**src/rtl/opscreen_pkg.sv**
```systemverilog
package opscreen_pkg;

  typedef enum logic [1:0] {
    MODE_ARITH = 2'b00,
    MODE_CMP   = 2'b01,
    MODE_SWC   = 2'b10,
    MODE_RSVD  = 2'b11
  } scrMode_t;

  // Strobes that the classifier hands to the rule control
  typedef struct packed {
    logic negSign;
    logic expZero;
    logic expOnes;
    logic fracNz;
  } opClass_t;

endpackage

```
**src/rtl/opscreen_dp.sv**
```systemverilog
module opscreen_dp
  import opscreen_pkg::*;
#(
  parameter int EXP_W  = 11,
  parameter int FRAC_W = 52
) (
  input  logic [EXP_W+FRAC_W:0] operand,
  output opClass_t              opCls
);
  localparam int SIGN_POS = EXP_W + FRAC_W;
  localparam int EXP_LSB  = FRAC_W;

  logic [EXP_W-1:0]  expField;
  logic [FRAC_W-1:0] fracField;

  assign expField  = operand[SIGN_POS-1:EXP_LSB];
  assign fracField = operand[FRAC_W-1:0];

  always_comb begin
    opCls.negSign = operand[SIGN_POS];
    opCls.expZero = (expField == '0);
    opCls.expOnes = &expField;
    opCls.fracNz  = |fracField;
  end
endmodule

```
**src/rtl/opscreen_ctl.sv**
```systemverilog
module opscreen_ctl
  import opscreen_pkg::*;
(
  input  logic     clk,
  input  logic     rstN,
  input  logic     opValid,
  input  logic [1:0] opMode,
  input  logic     flushIn,
  input  opClass_t opCls,
  output logic     trapReq,
  output logic     swcQual,
  output logic     stickyInvSet
);
  logic isDenorm, isNan, isSpecial;
  scrMode_t modeSel;

  assign isDenorm  = opCls.expZero & opCls.fracNz;
  assign isSpecial = opCls.expOnes;
  assign isNan     = opCls.expOnes & opCls.fracNz;
  assign modeSel   = scrMode_t'(opMode);

  always_comb begin
    trapReq      = 1'b0;
    swcQual      = 1'b0;
    stickyInvSet = 1'b0;
    if (opValid) begin
      unique case (modeSel)
        MODE_ARITH: begin
          trapReq      = isDenorm | isSpecial;
          stickyInvSet = isSpecial;
        end
        MODE_CMP: begin
          trapReq      = isDenorm | isNan;
          stickyInvSet = isNan;
        end
        MODE_SWC: begin
          trapReq = isDenorm & ~flushIn;
          swcQual = isDenorm & ~flushIn;
        end
        default: ;
      endcase
    end
  end


  idle_quiet_chk: assert property (@(posedge clk) disable iff (!rstN)
    !opValid |-> !(trapReq | swcQual | stickyInvSet));


  swc_needs_trap_chk: assert property (@(posedge clk) disable iff (!rstN)
    swcQual |-> (trapReq && !stickyInvSet && opMode == 2'b10));


  sticky_needs_trap_chk: assert property (@(posedge clk) disable iff (!rstN)
    stickyInvSet |-> (trapReq && opCls.expOnes));


  flush_swc_chk: assert property (@(posedge clk) disable iff (!rstN)
    (flushIn && opMode == 2'b10) |-> !trapReq);


  negzero_pass_chk: assert property (@(posedge clk) disable iff (!rstN)
    (opCls.negSign && opCls.expZero && !opCls.fracNz) |-> !trapReq);


  rsvd_quiet_chk: assert property (@(posedge clk) disable iff (!rstN)
    (opMode == 2'b11) |-> !(trapReq | swcQual | stickyInvSet));
endmodule

```
**src/rtl/opscreen_unit.sv**
```systemverilog
module opscreen_unit
  import opscreen_pkg::*;
#(
  parameter int EXP_W  = 11,
  parameter int FRAC_W = 52,
  localparam int OP_W  = EXP_W + FRAC_W + 1
) (
  input  logic            clk,
  input  logic            rstN,
  input  logic            opValid,
  input  logic [1:0]      opMode,
  input  logic            flushIn,
  input  logic [OP_W-1:0] operand,
  output logic            trapReq,
  output logic            swcQual,
  output logic            stickyInvSet
);
  opClass_t opCls;

  opscreen_dp #(.EXP_W(EXP_W), .FRAC_W(FRAC_W)) u_dp (
    .operand (operand),
    .opCls   (opCls)
  );

  opscreen_ctl u_ctl (
    .clk          (clk),
    .rstN         (rstN),
    .opValid      (opValid),
    .opMode       (opMode),
    .flushIn      (flushIn),
    .opCls        (opCls),
    .trapReq      (trapReq),
    .swcQual      (swcQual),
    .stickyInvSet (stickyInvSet)
  );
endmodule

```
**config.mk**
```make
export PLATFORM = sky130hd
export DESIGN_NAME = opscreen_unit
export DESIGN_NICKNAME = d
export VERILOG_FILES = /design/src/rtl/opscreen_pkg.sv /design/src/rtl/opscreen_dp.sv /design/src/rtl/opscreen_ctl.sv /design/src/rtl/opscreen_unit.sv
export SDC_FILE = /design/constraint.sdc
export NUM_CORES = 1
export LEC_CHECK = 0
export BUFFER_PORTS_ARGS = -buffer_cell sky130_fd_sc_hd__buf_2
export CAP_MARGIN = 20
export CORE_MARGIN = 4
export CORE_UTILIZATION = 17
export DETAILED_ROUTE_END_ITERATION = 10
export PLACE_DENSITY_LB_ADDON = 0.1
export SYNTH_ARGS = -nofsm -noshare
export SYNTH_HDL_FRONTEND = slang
export SYNTH_SLANG_ARGS = --single-unit
```
**constraint.sdc**
```tcl
create_clock -name vclk -period 1.3
set_input_delay 0.26 -clock vclk [all_inputs]
set_output_delay 0.26 -clock vclk [all_outputs]
set_load 0.005 [all_outputs]
```
== Word level (Yosys, flattened, before mapping) ==
Index checks and enable logic that the tools add are counted.

* Input bits: 70
* Logic and storage cells: 18
* Output and inout port bits: 3
* Register bits: 0

* Multiplexer cells: 6
* Bitwise logic cells: 6
* Reductions and logical operators: 4
* Eq/ne operators: 2

{| class="wikitable"
|+ Operators with widths
! kind !! number
|-
| 52-bit OR reduction || 1
|-
| 11-bit zero test || 1
|-
| 11-bit AND reduction || 1
|-
| 1-bit two-way mux || 4
|-
| 1-bit bitwise AND || 3
|-
| 1-bit case mux with 3 select lines || 1
|-
| 2-bit by 1-bit == test with 1-bit output (second input constant) || 1
|-
| 2-bit == test (second input constant) || 1
|-
| 2-bit zero test || 1
|-
| 1-bit OR || 2
|-
| 1-bit case mux with 2 select lines || 1
|-
| 1-bit inverter || 1
|}

== Depth between registers and ports, before layout ==
Gate-level depths: netlist of the first run.

* Depth after elaboration: 5
* Mapped depth: 4
* Gate-level depth less buffers: 4

== By module ==
Synthesis of the first run repeated with hierarchy kept, for this count alone.

* Cell total of the unflattened synthesis: 37
* Area total of the unflattened synthesis: 232.7 sq um

{| class="wikitable"
|+ Modules (own cells, without submodules)
! module !! cells an instance !! seq. area each (sq um) !! instances !! area each (sq um)
|-
| opscreen_dp || 27 || 0.0 || 1 || 168.9
|-
| opscreen_ctl || 10 || 0.0 || 1 || 63.8
|}

== Least setup slack after synthesis of the first run ==
Ideal clock, no wire load.

* Path type: input to output
* Start point: in operand[21]
* End point: out trapReq
* Path buffers: 0
* Setup slack: -72 ps
* Arrival: 1112 ps
* Cell stages on the path: 4
* Data required time: 1040 ps
* Path through: nor4_1 -> nand4_1 -> nor4_2 -> o32ai_1

* Cells in the longest elaborated chain, start to end: 5
* Elaborated cells on any way between the ends: 8
* Classes of those cells: mux: 2; bitwise: 5; reduce/logical: 1

{| class="wikitable"
|+ Ends and longest elaborated chain
! item !! RTL line !! RTL
|-
| start, declared || opscreen_unit.sv:13 || <nowiki>input logic [OP_W-1:0] operand,</nowiki>
|-
| 52-bit OR reduction (*) || opscreen_dp.sv:23 || <nowiki>opCls.fracNz = |fracField;</nowiki>
|-
| 1-bit bitwise AND (on tied branches) || opscreen_ctl.sv:17, opscreen_ctl.sv:19 ||
|-
| 1-bit bitwise AND (tied with other cells) || opscreen_ctl.sv:37 || <nowiki>trapReq = isDenorm & ~flushIn;</nowiki>
|-
| 1-bit case mux with 3 select lines (*) || opscreen_ctl.sv:27 || <nowiki>unique case (modeSel)</nowiki>
|-
| 1-bit two-way mux (*) || opscreen_ctl.sv:26 || <nowiki>if (opValid) begin</nowiki>
|-
| end, declared || opscreen_unit.sv:14 || <nowiki>output logic trapReq,</nowiki>
|}

Mark *: on every way between the ends. The rest lies on a longest branch, timed or not.

== Final worst setup path of the first run ==
* Start point: in operand[38]
* End point: out stickyInvSet

* Cells in the longest elaborated chain, start to end: 4

{| class="wikitable"
|+ Ends and longest elaborated chain
! item !! RTL line !! RTL
|-
| 52-bit OR reduction || opscreen_dp.sv:23 ||
|-
| 1-bit bitwise AND || opscreen_ctl.sv:19 || <nowiki>assign isNan = opCls.expOnes & opCls.fracNz;</nowiki>
|-
| 1-bit case mux with 2 select lines || opscreen_ctl.sv:27 ||
|-
| 1-bit two-way mux || opscreen_ctl.sv:26 ||
|-
| end, declared || opscreen_unit.sv:16 || <nowiki>output logic stickyInvSet</nowiki>
|}

No other way between the ends.

==> results.md, run 1 <==
Finish:
- The share of post-route cells with drive strength above 1 is 0.807.
- The number of sequential cells in the layout is 0.
- The number of nets in the final layout is 181.
- The sequential cell area is 0 sq um.
- The final standard cell area without fillers is 764 sq um.
- The number of clock buffers in the layout is 0.
- The antenna diode instance count is 0.
- The area overhead of the layout relative to synthesis is 245%.

Route:
- The length of the first detailed-routing pass in iterations is 4.
- The detail route stage leaves a number of antenna-violating nets equal to 0.
- The DRC marker count from the first detailed-route iteration is 4.
- The via count of the routed design is 609.
- After detailed routing, the number of remaining DRC violations is 0.
- The aggregate routed wire length is 1.60 mm.
- The wire length per cell is 13.0 um.
- The detailed-route vias per instance is 4.95.

Yosys:
- The share of synthesized area in the top cell type comes to 0.395.
- In the post-synthesis netlist, the biggest area contributors are sky130_fd_sc_hd__nor4_1, sky130_fd_sc_hd__nand4_1, sky130_fd_sc_hd__nor4_2, sky130_fd_sc_hd__nand3_1, sky130_fd_sc_hd__nor3_1.
- The cell area that synthesis handed to floorplanning was 221 sq um.
- The cell with the most instances after synthesis is sky130_fd_sc_hd__nor4_1.
- The net count after synthesis is 105.
- After technology mapping, the gate count stands at 35.
- The number of warnings issued by yosys is 0.
- After synthesis, the most frequently instantiated cells are sky130_fd_sc_hd__nor4_1, sky130_fd_sc_hd__nand4_1, sky130_fd_sc_hd__nand3_1.
- Of all cell types, the one taking the most synthesized area is sky130_fd_sc_hd__nor4_1.
- The average instance in the mapped netlist occupies 6.33 sq um.
- The count of cell types in the netlist is 14.
- The part of the Yosys area used for sequential elements is 0.

Global route:
- The leftover overflow at the end of global routing is 0.
- The total global-route track usage is 0.144.
- The number of global-route vias before repair was 573.
- The number of antenna violations at the first check in global routing was 0.
- The pin count of the biggest net entering global routing is 4.
- The global-route wire length before repair is 2.30 mm.

Status:
- The run finished, with violations left.
- The final reports fail on setup timing.

Timing:
- Setup repair after global routing could not meet its margin everywhere.
- Adding up every negative setup slack in the final design gives -0.945 ns.
- The tightest hold margin is 0.838 ns.
- The max-slew violation count is 0.
- The final-report hold violation count is 0.
- Setup violations remaining at the end of the flow were counted as 3.
- For the pin with the worst max-slew slack, the measured transition is 0.249 ns.
- Of the available clock period, the critical path in the final layout requires 1.26.
- After layout, the worst setup slack is -0.338 ns.
- The peak clock frequency supported by timing is 611 MHz.
- The worst max-slew margin expressed relative to the limit is 0.832.
- The minimum period implied by the final worst setup slack is 1.64 ns.

Floorplanning:
- The die is 44.1 um tall.
- Pin placement for this block handled 73 I/O pins.
- After floorplanning, the core was divided into 12 placement rows.
- The die covers 0.00194 sq mm.
- The initial cell density of the core is 0.189.
- The chip width is 44.1 um.
- The area inside the core boundary is 0.00117 sq mm.

Placed design:
- After detailed placement, the total cell area comes to 656 sq um.
- Buffers placed on the I/O ports in this run total 70.
- Timing analysis after detailed placement gives a worst setup slack of -0.398 ns.
- The final HPWL from detailed placement is 1.29 mm.
- The weighted congestion at the end of routability-driven global placement is 0.769.

Worst setup path:
- The required time at the endpoint of the critical path is 1.04 ns.
- The maximum fanout along the worst path is 3.
- Tracing the worst setup path back leads to its startpoint at operand[38].
- The type of the worst setup path is input pin to output port.
- The worst setup path is captured at an output port.
- The timing endpoint of the critical path is stickyInvSet.
- The startpoint type of the worst setup path is an input pin.
- STA puts the critical path data arrival time at 1.38 ns.

Hold path:
- The start point of the worst hold path is opValid.
- The kind of path behind the tightest hold check is input pin to output port.

Run:
- Max-cap violations in this run came to 0.

Pwr:
- The post-layout total power is 0.169 mW.
- Power spread over the standard cell area amounts to 221 mW/mm^2.
- The leakage power of the design is 0.366 nW.
- The worst vdd rail ir drop is 0.122 mV.
kinds of logic (layout without fill, tap and decap cells):
kind of cell	Yosys count	count (layout)	synth area share
AO/OA/AOI/OAI	4	4	0.130
AND/OR/NAND/NOR	30	30	0.853
buffers and inverters	1	75	0.0169
layer usage:
layer,track usage,up-vias,wire length [um]
li1,-,307,-
met1,0.181,270,541
met2,0.270,30,893
met3,0.0203,2,151
met4,0,0,14
met5,0,-,0
through the flow:
| stage | cells | utilization |
|---|---|---|
| after global placement | 123 | 0.560 |
| final | 123 | 0.653 |
| after global routing | 123 | 0.653 |
| after CTS | 123 | 0.608 |
| after floorplan | 35 | - |
| after detailed placement | 123 | 0.560 |
worst max-delay path, stage by stage:
cell and delay (ns):
sky130_fd_sc_hd__buf_2 0.11, sky130_fd_sc_hd__nor4_2 0.28, sky130_fd_sc_hd__nand4_1 0.18, sky130_fd_sc_hd__nor4_4 0.28, sky130_fd_sc_hd__a211oi_1 0.12, sky130_fd_sc_hd__buf_2 0.14
cell type report:
class	count	area, sq um
repair buffers	74	418
fillers	115	407
multi-input cells	34	325
well taps	14	17.5
inverters	1	3.75
where the power goes:
group          switching [mW]  internal, mW
sequential                  0             0
combinational          0.0654         0.103
clock                       0             0
how the worst min path moves through the flow:
stage	cells after the start	slack, ns	to
after floorplan	1	0.58	stickyInvSet
after detailed placement	4	0.83	stickyInvSet
after CTS	4	0.83	stickyInvSet
after global routing	4	0.85	stickyInvSet
final	4	0.84	stickyInvSet
after global placement	4	0.83	stickyInvSet
cell usage in the layout, fill, tap and decap left out:
cell type	instances
sky130_fd_sc_hd__nor4_4	4
sky130_fd_sc_hd__a211oi_1	1
sky130_fd_sc_hd__buf_2	64
sky130_fd_sc_hd__o32ai_1	1
sky130_fd_sc_hd__nand4b_1	1
sky130_fd_sc_hd__nor2_1	1
sky130_fd_sc_hd__nand3_2	1
sky130_fd_sc_hd__inv_1	1
sky130_fd_sc_hd__nand3_1	2
sky130_fd_sc_hd__or3_4	1
sky130_fd_sc_hd__a21o_1	1
sky130_fd_sc_hd__nor4_1	4
sky130_fd_sc_hd__o21ai_0	1
sky130_fd_sc_hd__buf_4	4
sky130_fd_sc_hd__nor4_2	8
sky130_fd_sc_hd__nand4_1	4
sky130_fd_sc_hd__buf_6	6
sky130_fd_sc_hd__nor3_1	2
sky130_fd_sc_hd__nand2_1	2
repair_timing:
item	CTS	global route
pin swaps	5	4
setup endpoints to repair	3	3
setup buffers	0	0
gates resized for setup	9	8
hold buffers	0	0
(Power assumes the default switching activity.)
==> run 2: changes to the inputs <==
Settings changed: ABC_AREA from default to 1, CORE_UTILIZATION 17 to 21.
==> run 2 against run 1 <==
The run still ends with setup timing left. Critical path depth is the same. Cell count grew 28%. First-iteration DRC count shrank 100%. Total power grew 1.1%. Sequential share of layout area is the same. Via count grew 13%. Synthesized area grew 38%. Wire length shrank 9.4%. Non-clock buffer count shrank 3. Cell area grew 6.2%. Core utilization shrank 4.4 points. Sequential cell count is the same.
==> results.md, run 2 <==
Finish:
- The number of fill cells in the layout is 151.
- There are 0 flip-flops and latches.
- The library cell used most frequently in the layout, excluding fill and tap cells, is sky130_fd_sc_hd__buf_2.
- The combined area of the multi-input logic cells is 340 sq um.
- In the final layout, the share of cells above drive strength 1 is 0.615.
- In the layout the commonest cells are sky130_fd_sc_hd__buf_2, sky130_fd_sc_hd__nor2_1, sky130_fd_sc_hd__nand2_1.
- For this run, the share of the core covered by cells in the final layout is 0.609.
- The number of nets in the final layout is 215.
- The area overhead of the layout relative to synthesis is 165%.
- The number of clock buffers in the layout is 0.
- Excluding fillers, the count of instances in the completed layout stands at 158.
- Across the whole layout, storage elements account for 0 sq um.
- After routing the design area is 812 sq um.
- The antenna diode instance count is 0.

Pwr:
- The internal power of the cells totals 0.115 mW.
- The areal power density over the cells is 210 mW/mm^2.
- The share of total power dissipated in sequential elements is 0.
- The worst vdd rail ir drop is 0.101 mV.
- The net switching fraction of the power is 0.327.
- The share of total power in combinational logic is 1.000.
- The net load switching power is 0.0557 mW.
- Summed over all cells, the static leakage comes to 0.414 nW.
- Of the total power, the clock network draws 0.
- The post-layout total power is 0.171 mW.

Timing:
- The total of endpoints with negative setup slack in the final report is 3.
- Timing would allow up to 691 MHz.
- The fraction of the cycle the final worst path needs is 1.11.
- At the pin with the least slew margin, the transition time is 0.285 ns.
- The final-report hold violation count is 0.
- Setup repair after global routing could not meet its margin everywhere.
- The max-slew violation count is 0.
- The worst max-slew margin expressed relative to the limit is 0.809.
- The final setup slack of the worst path is -0.147 ns.
- Counting I/O delays and the setup requirement, the final critical path takes 1.45 ns.

Worst setup path:
- At the worst endpoint, the required time is 1.04 ns.
- Counting both buffers and inverters, the worst setup path holds a total of 2.
- STA classifies the critical path endpoint as an output port.
- The delay of the slowest critical-path stage is 0.37 ns.
- On the critical path the largest part of the delay comes from simple AND/OR/NAND/NOR gates.
- The maximum fanout along the worst path is 2.
- For this design, the slowest cell found on the critical path is sky130_fd_sc_hd__or3_1.
- The startpoint type of the worst setup path is an input pin.
- Traced cell by cell, the critical path runs through buf_6, or3_1, nor2_2, nand3_2, a21oi_2, buf_2.
- The logic depth of the worst setup path including buffers is 6.
- The data arrival time of the critical path is 1.19 ns.
- The type of the worst setup path is input pin to output port.

Run:
- The max-capacitance violation count is 0.

Route:
- In this run the remaining antenna-violating nets after routing total 0.
- The wire length per cell is 9.17 um.
- For this run, the detailed router's first-pass iteration total came to 1.
- The DRC violation count after routing is 0.
- The via count of the routed design is 691.
- In the routed layout, each cell is associated on average with a via count of 4.37.
- The aggregate routed wire length is 1.45 mm.
- The first routing iteration left 0 violations.

Global route:
- The first global-routing pass estimated 1.86 mm of wire.
- The leftover overflow at the end of global routing is 0.
- In the global route stage, overall resource usage came out at 0.109.
- The number of antenna violations at the first check in global routing is 0.
- The pin count of the biggest net entering global routing is 5.
- The number of global-route vias before repair was 559.

Yosys:
- The synthesized instance count is 72.
- In the synthesized netlist, the cells that appear most often are sky130_fd_sc_hd__nor2_1, sky130_fd_sc_hd__nand2_1, sky130_fd_sc_hd__nand4_1.
- sky130_fd_sc_hd__nor2_1 is the most common cell in the netlist.
- Averaged over all synthesized cells, the footprint is 4.26 sq um.
- Of the post-synthesis cell area, the dominant cell type holds 0.465.
- The part of the Yosys area used for sequential elements is 0.
- Yosys printed 0 warnings.
- The net count after synthesis is 142.
- The largest total area in the synthesized netlist belongs to sky130_fd_sc_hd__nor2_1.
- After synthesis the cells add up to 307 sq um.
- By area the synthesized netlist is led by sky130_fd_sc_hd__nor2_1, sky130_fd_sc_hd__nand2_1, sky130_fd_sc_hd__nand4_1, sky130_fd_sc_hd__nand3_1, sky130_fd_sc_hd__a21oi_2.
- Counting distinct cell types in the post-synthesis netlist gives 13.

Hold path:
- The kind of path behind the tightest hold check is input pin to output port.
- Along the worst hold path, the cell count comes to 4.

Placed design:
- The number of placed cells counting well taps is 158.
- The final HPWL from detailed placement is 1.27 mm.
- The instance area at placement is 683 sq um.
- The worst setup slack before clock tree synthesis is -0.164 ns.
- Buffers placed on the I/O ports in this run total 70.
- Routability-driven placement finished with a final weighted congestion of 0.700.

Floorplanning:
- The die is 46.2 um tall.
- The die covers 0.00213 sq mm.
- The number of top-level design ports is 73.
- For this configuration, the core starts out at a cell density of 0.230.
- The area inside the core boundary is 0.00133 sq mm.
- The count of standard-cell rows is 13.
- The die is 46.2 um wide.

Status:
- The run finished, with violations left.
- The final reports fail on setup timing.
-- run 2: changes by cell type in the layout (fill, tap and decap cells not counted), sizes merged, moves of 3 or more --
cell	change
buf	-3
nor2	+38
nand2	+15
nor4	-15
-- run 2: cell families (layout without fill, tap and decap cells) --
logic type / after synthesis / count (layout) / share of synthesized area
AND/OR/NAND/NOR: 68 / 68 / 0.931
buffers and inverters: 2 / 73 / 0.0245
AO/OA/AOI/OAI: 2 / 2 / 0.0449
-- run 2: routing by layer --
metal | global-route usage | vias to the layer above | routed length (um) | share of wire
met5 | 0 | - | 0 | 0
met4 | 0 | 0 | 0 | 0
met3 | 0.0156 | 0 | 246 | 0.17
met2 | 0.253 | 39 | 805 | 0.56
met1 | 0.0977 | 276 | 398 | 0.27
li1 | - | 376 | - | -
-- run 2: final timing paths --
kind	start	to	slack, ns
max	operand[54]	trapReq	-0.15
min	opValid	trapReq	0.84
-- run 2: timing repair --
action | CTS | global route
resized for setup | 12 | 17
hold buffers | 0 | 0
endpoints found under the setup margin | 3 | 3
buffers inserted | 0 | 0
pin swaps | 10 | 12
-- run 2: area by class of cell --
cell class         count  area share
repair buffers        71       0.549
multi-input cells     70       0.419
well taps             15      0.0231
inverters              2     0.00924
-- run 2: per-stage QoR --
stage / hold slack [ns] / setup TNS [ns]
6_report: 0.843 / -0.359
5_1_grt: 0.855 / -0.601
2_1_floorplan: 0.610 / 0
4_1_cts: 0.843 / -0.331
3_3_place_gp: 0.837 / -0.380
3_5_place_dp: 0.843 / -0.416
-- run 2: power groups by stage --
stage               registers (mW)  logic (mW)  clock network [mW]
finish                           0       0.171                   0
global route                     0       0.189                   0
CTS                              0       0.155                   0
detailed placement               0       0.139                   0
global placement                 0       0.136                   0
floorplan                        0      0.0325                   0
==> run 3: changes to the inputs <==
Settings changed: CORE_AREA from default to 4 4 41 43, CORE_MARGIN 4 to default, CORE_UTILIZATION 21 to default, DIE_AREA from default to 0 0 45 47.
Clock period 1.3 ns to 1.7 ns, I/O delays scaled along.
==> run 3 against run 2 <==
The run now ends clean. Core utilization decreased by 8.4 points. Via count fell by 1.3%. Wire length decreased by 11%. First-iteration DRC count rose by 5. Sequential share of layout area did not move. Sequential cell count unchanged. Critical path depth is the same. Global-route usage is 0.63 points lower. Hold slack improved by 0.16 ns. Combinational power down 39%. Clock-buffer cell count unchanged. Largest cell class unchanged. Highest routed layer unchanged.
==> results.md, run 3 (synthesis gave the netlist of run 2 again) <==
Route:
- Dividing the detail-routed wire length by the instance count gives 8.17 um.
- The aggregate routed wire length is 1.28 mm.
- The detail route stage leaves a number of antenna-violating nets equal to 0.
- After detailed routing, the number of remaining DRC violations is 0.
- Dividing the detail-routed via count by the number of cells gives 4.34.
- The DRC marker count from the first detailed-route iteration is 5.
- The first TritonRoute pass finished after 4 iterations.
- The via count of the routed design is 682.

Global route:
- The first global-routing pass estimated 1.76 mm of wire.
- The number of antenna violations at the first check in global routing is 0.
- The total global-route track usage is 0.103.
- The number of global-route vias before repair is 516.
- The pin count of the biggest net entering global routing is 5.
- The leftover overflow at the end of global routing is 0.

Timing:
- Dividing the final minimum period by the clock period gives 0.936.
- Headroom to the max-slew limit came out at 0.855.
- The max-slew violation count is 0.
- The accumulated negative setup slack is 0 ns.
- The final-report hold violation count is 0.
- At the pin with the least slew margin, the transition time is 0.216 ns.
- The minimum period implied by the final worst setup slack is 1.59 ns.
- Setup violations remaining at the end of the flow were counted as 0.
- Setup repair after global routing left no endpoint under its margin.
- The peak clock frequency supported by timing is 629 MHz.

Pwr:
- The leakage power of the design is 0.382 nW.
- IR analysis of the VDD net gives a maximum drop of 0.0695 mV.
- In this run the power density over the cells is 152 mW/mm^2.
- The post-layout total power is 0.104 mW.

Finish:
- After layout, the clock buffer instance count stands at 0.
- The design has 0 sequential cells.
- Counting the fill cells in the layout gives 156.
- In the layout the commonest cells are sky130_fd_sc_hd__buf_2, sky130_fd_sc_hd__nor2_1, sky130_fd_sc_hd__nand2_1.
- The commonest non-fill, non-tap cell in the layout is sky130_fd_sc_hd__buf_2.
- Across the whole layout, storage elements account for 0 sq um.
- The number of antenna diodes in the final layout is 0.
- For this run, the post-layout net count is 214.
- The area overhead of the layout relative to synthesis is 123%.
- In the final layout, the multi-input gates occupy 307 sq um.
- The final standard cell area without fillers is 683 sq um.
- The share of post-route cells with drive strength above 1 is 0.535.

Worst setup path:
- STA classifies the critical path endpoint as an output port.
- Of all nets on the critical path, the largest fanout is 2.
- The data arrival time of the critical path is 1.25 ns.
- For the worst setup path, the data required time is 1.36 ns.
- STA classifies the critical path startpoint as an input pin.
- The type of the worst setup path is input pin to output port.

CTS:
- Buffers added to address setup during post-CTS repair amount to 0.
- Buffers inserted to repair hold after CTS numbered 0.

Placed design:
- The weighted congestion at the end of routability-driven global placement is 0.677.
- The quantity of I/O buffers inserted on ports is 70.
- After detailed placement, the total cell area comes to 676 sq um.
- The wire-length estimate of the detail-placed layout is 1.24 mm.

Floorplanning:
- The overall die area is 0.00212 sq mm.
- The count of standard-cell rows is 13.
- The area inside the core boundary is 0.00130 sq mm.
- The chip width is 45 um.
- The initial utilization of the core area, before any placement, comes to 0.236.
- The number of top-level design ports is 73.
- The die is 47 um tall.

Hold path:
- The kind of path behind the tightest hold check is input pin to output port.

Status:
- The flow ran to the end, and the final reports show no timing, DRC or antenna violations.

Run:
- The max-capacitance violation count is 0.
run 3: cell types whose count changed in the layout (fill, tap and decap cells not counted), sizes merged:
cell  change
buf       -1
run 3: area by class of cell:
class | instances | area share
multi-input combinational | 70 | 0.449
inverter | 2 | 0.0110
tap | 15 | 0.0275
timing repair buffer | 70 | 0.513
run 3: critical path, cell delays in order:
cell	delay, ns
sky130_fd_sc_hd__buf_2	0.10
sky130_fd_sc_hd__or3_1	0.37
sky130_fd_sc_hd__nor2_2	0.10
sky130_fd_sc_hd__nand3_1	0.09
sky130_fd_sc_hd__a21oi_2	0.13
sky130_fd_sc_hd__buf_2	0.11
run 3: worst paths after layout:
path / from / cells after the start / slack, ns / end
setup / recovery: operand[52] / 6 / 0.11 / trapReq
hold / removal: opValid / 4 / 1.00 / stickyInvSet
run 3: metal layers:
layer	wire, um	up-vias	track usage	part of all wire
met5	0	-	0	0
met1	423	266	0.108	0.33
met3	237	0	0.0115	0.18
li1	-	374	-	-
met2	622	42	0.226	0.48
met4	0	0	0	0
run 3: report_power, final:
group	switching [mW]	internal [mW]	leakage, nW
Sequential	0	0	0
Clock	0	0	0
Combinational	0.0376	0.0660	0.382
run 3: repair_timing:
item,CTS,global route
endpoints found under the setup margin,0,3
resized for setup,0,3
hold endpoints to repair,0,0
run 3: through the flow:
stage | worst slack (ns) | utilization | instances | hold slack (ns)
floorplan | 0.327 | - | 72 | 0.770
global placement | 0.108 | 0.519 | 157 | 1.00
detailed placement | 0.0993 | 0.519 | 157 | 1.01
CTS | 0.0991 | 0.519 | 157 | 1.01
global route | 0.00837 | 0.525 | 157 | 1.03
finish | 0.109 | 0.525 | 157 | 1.00
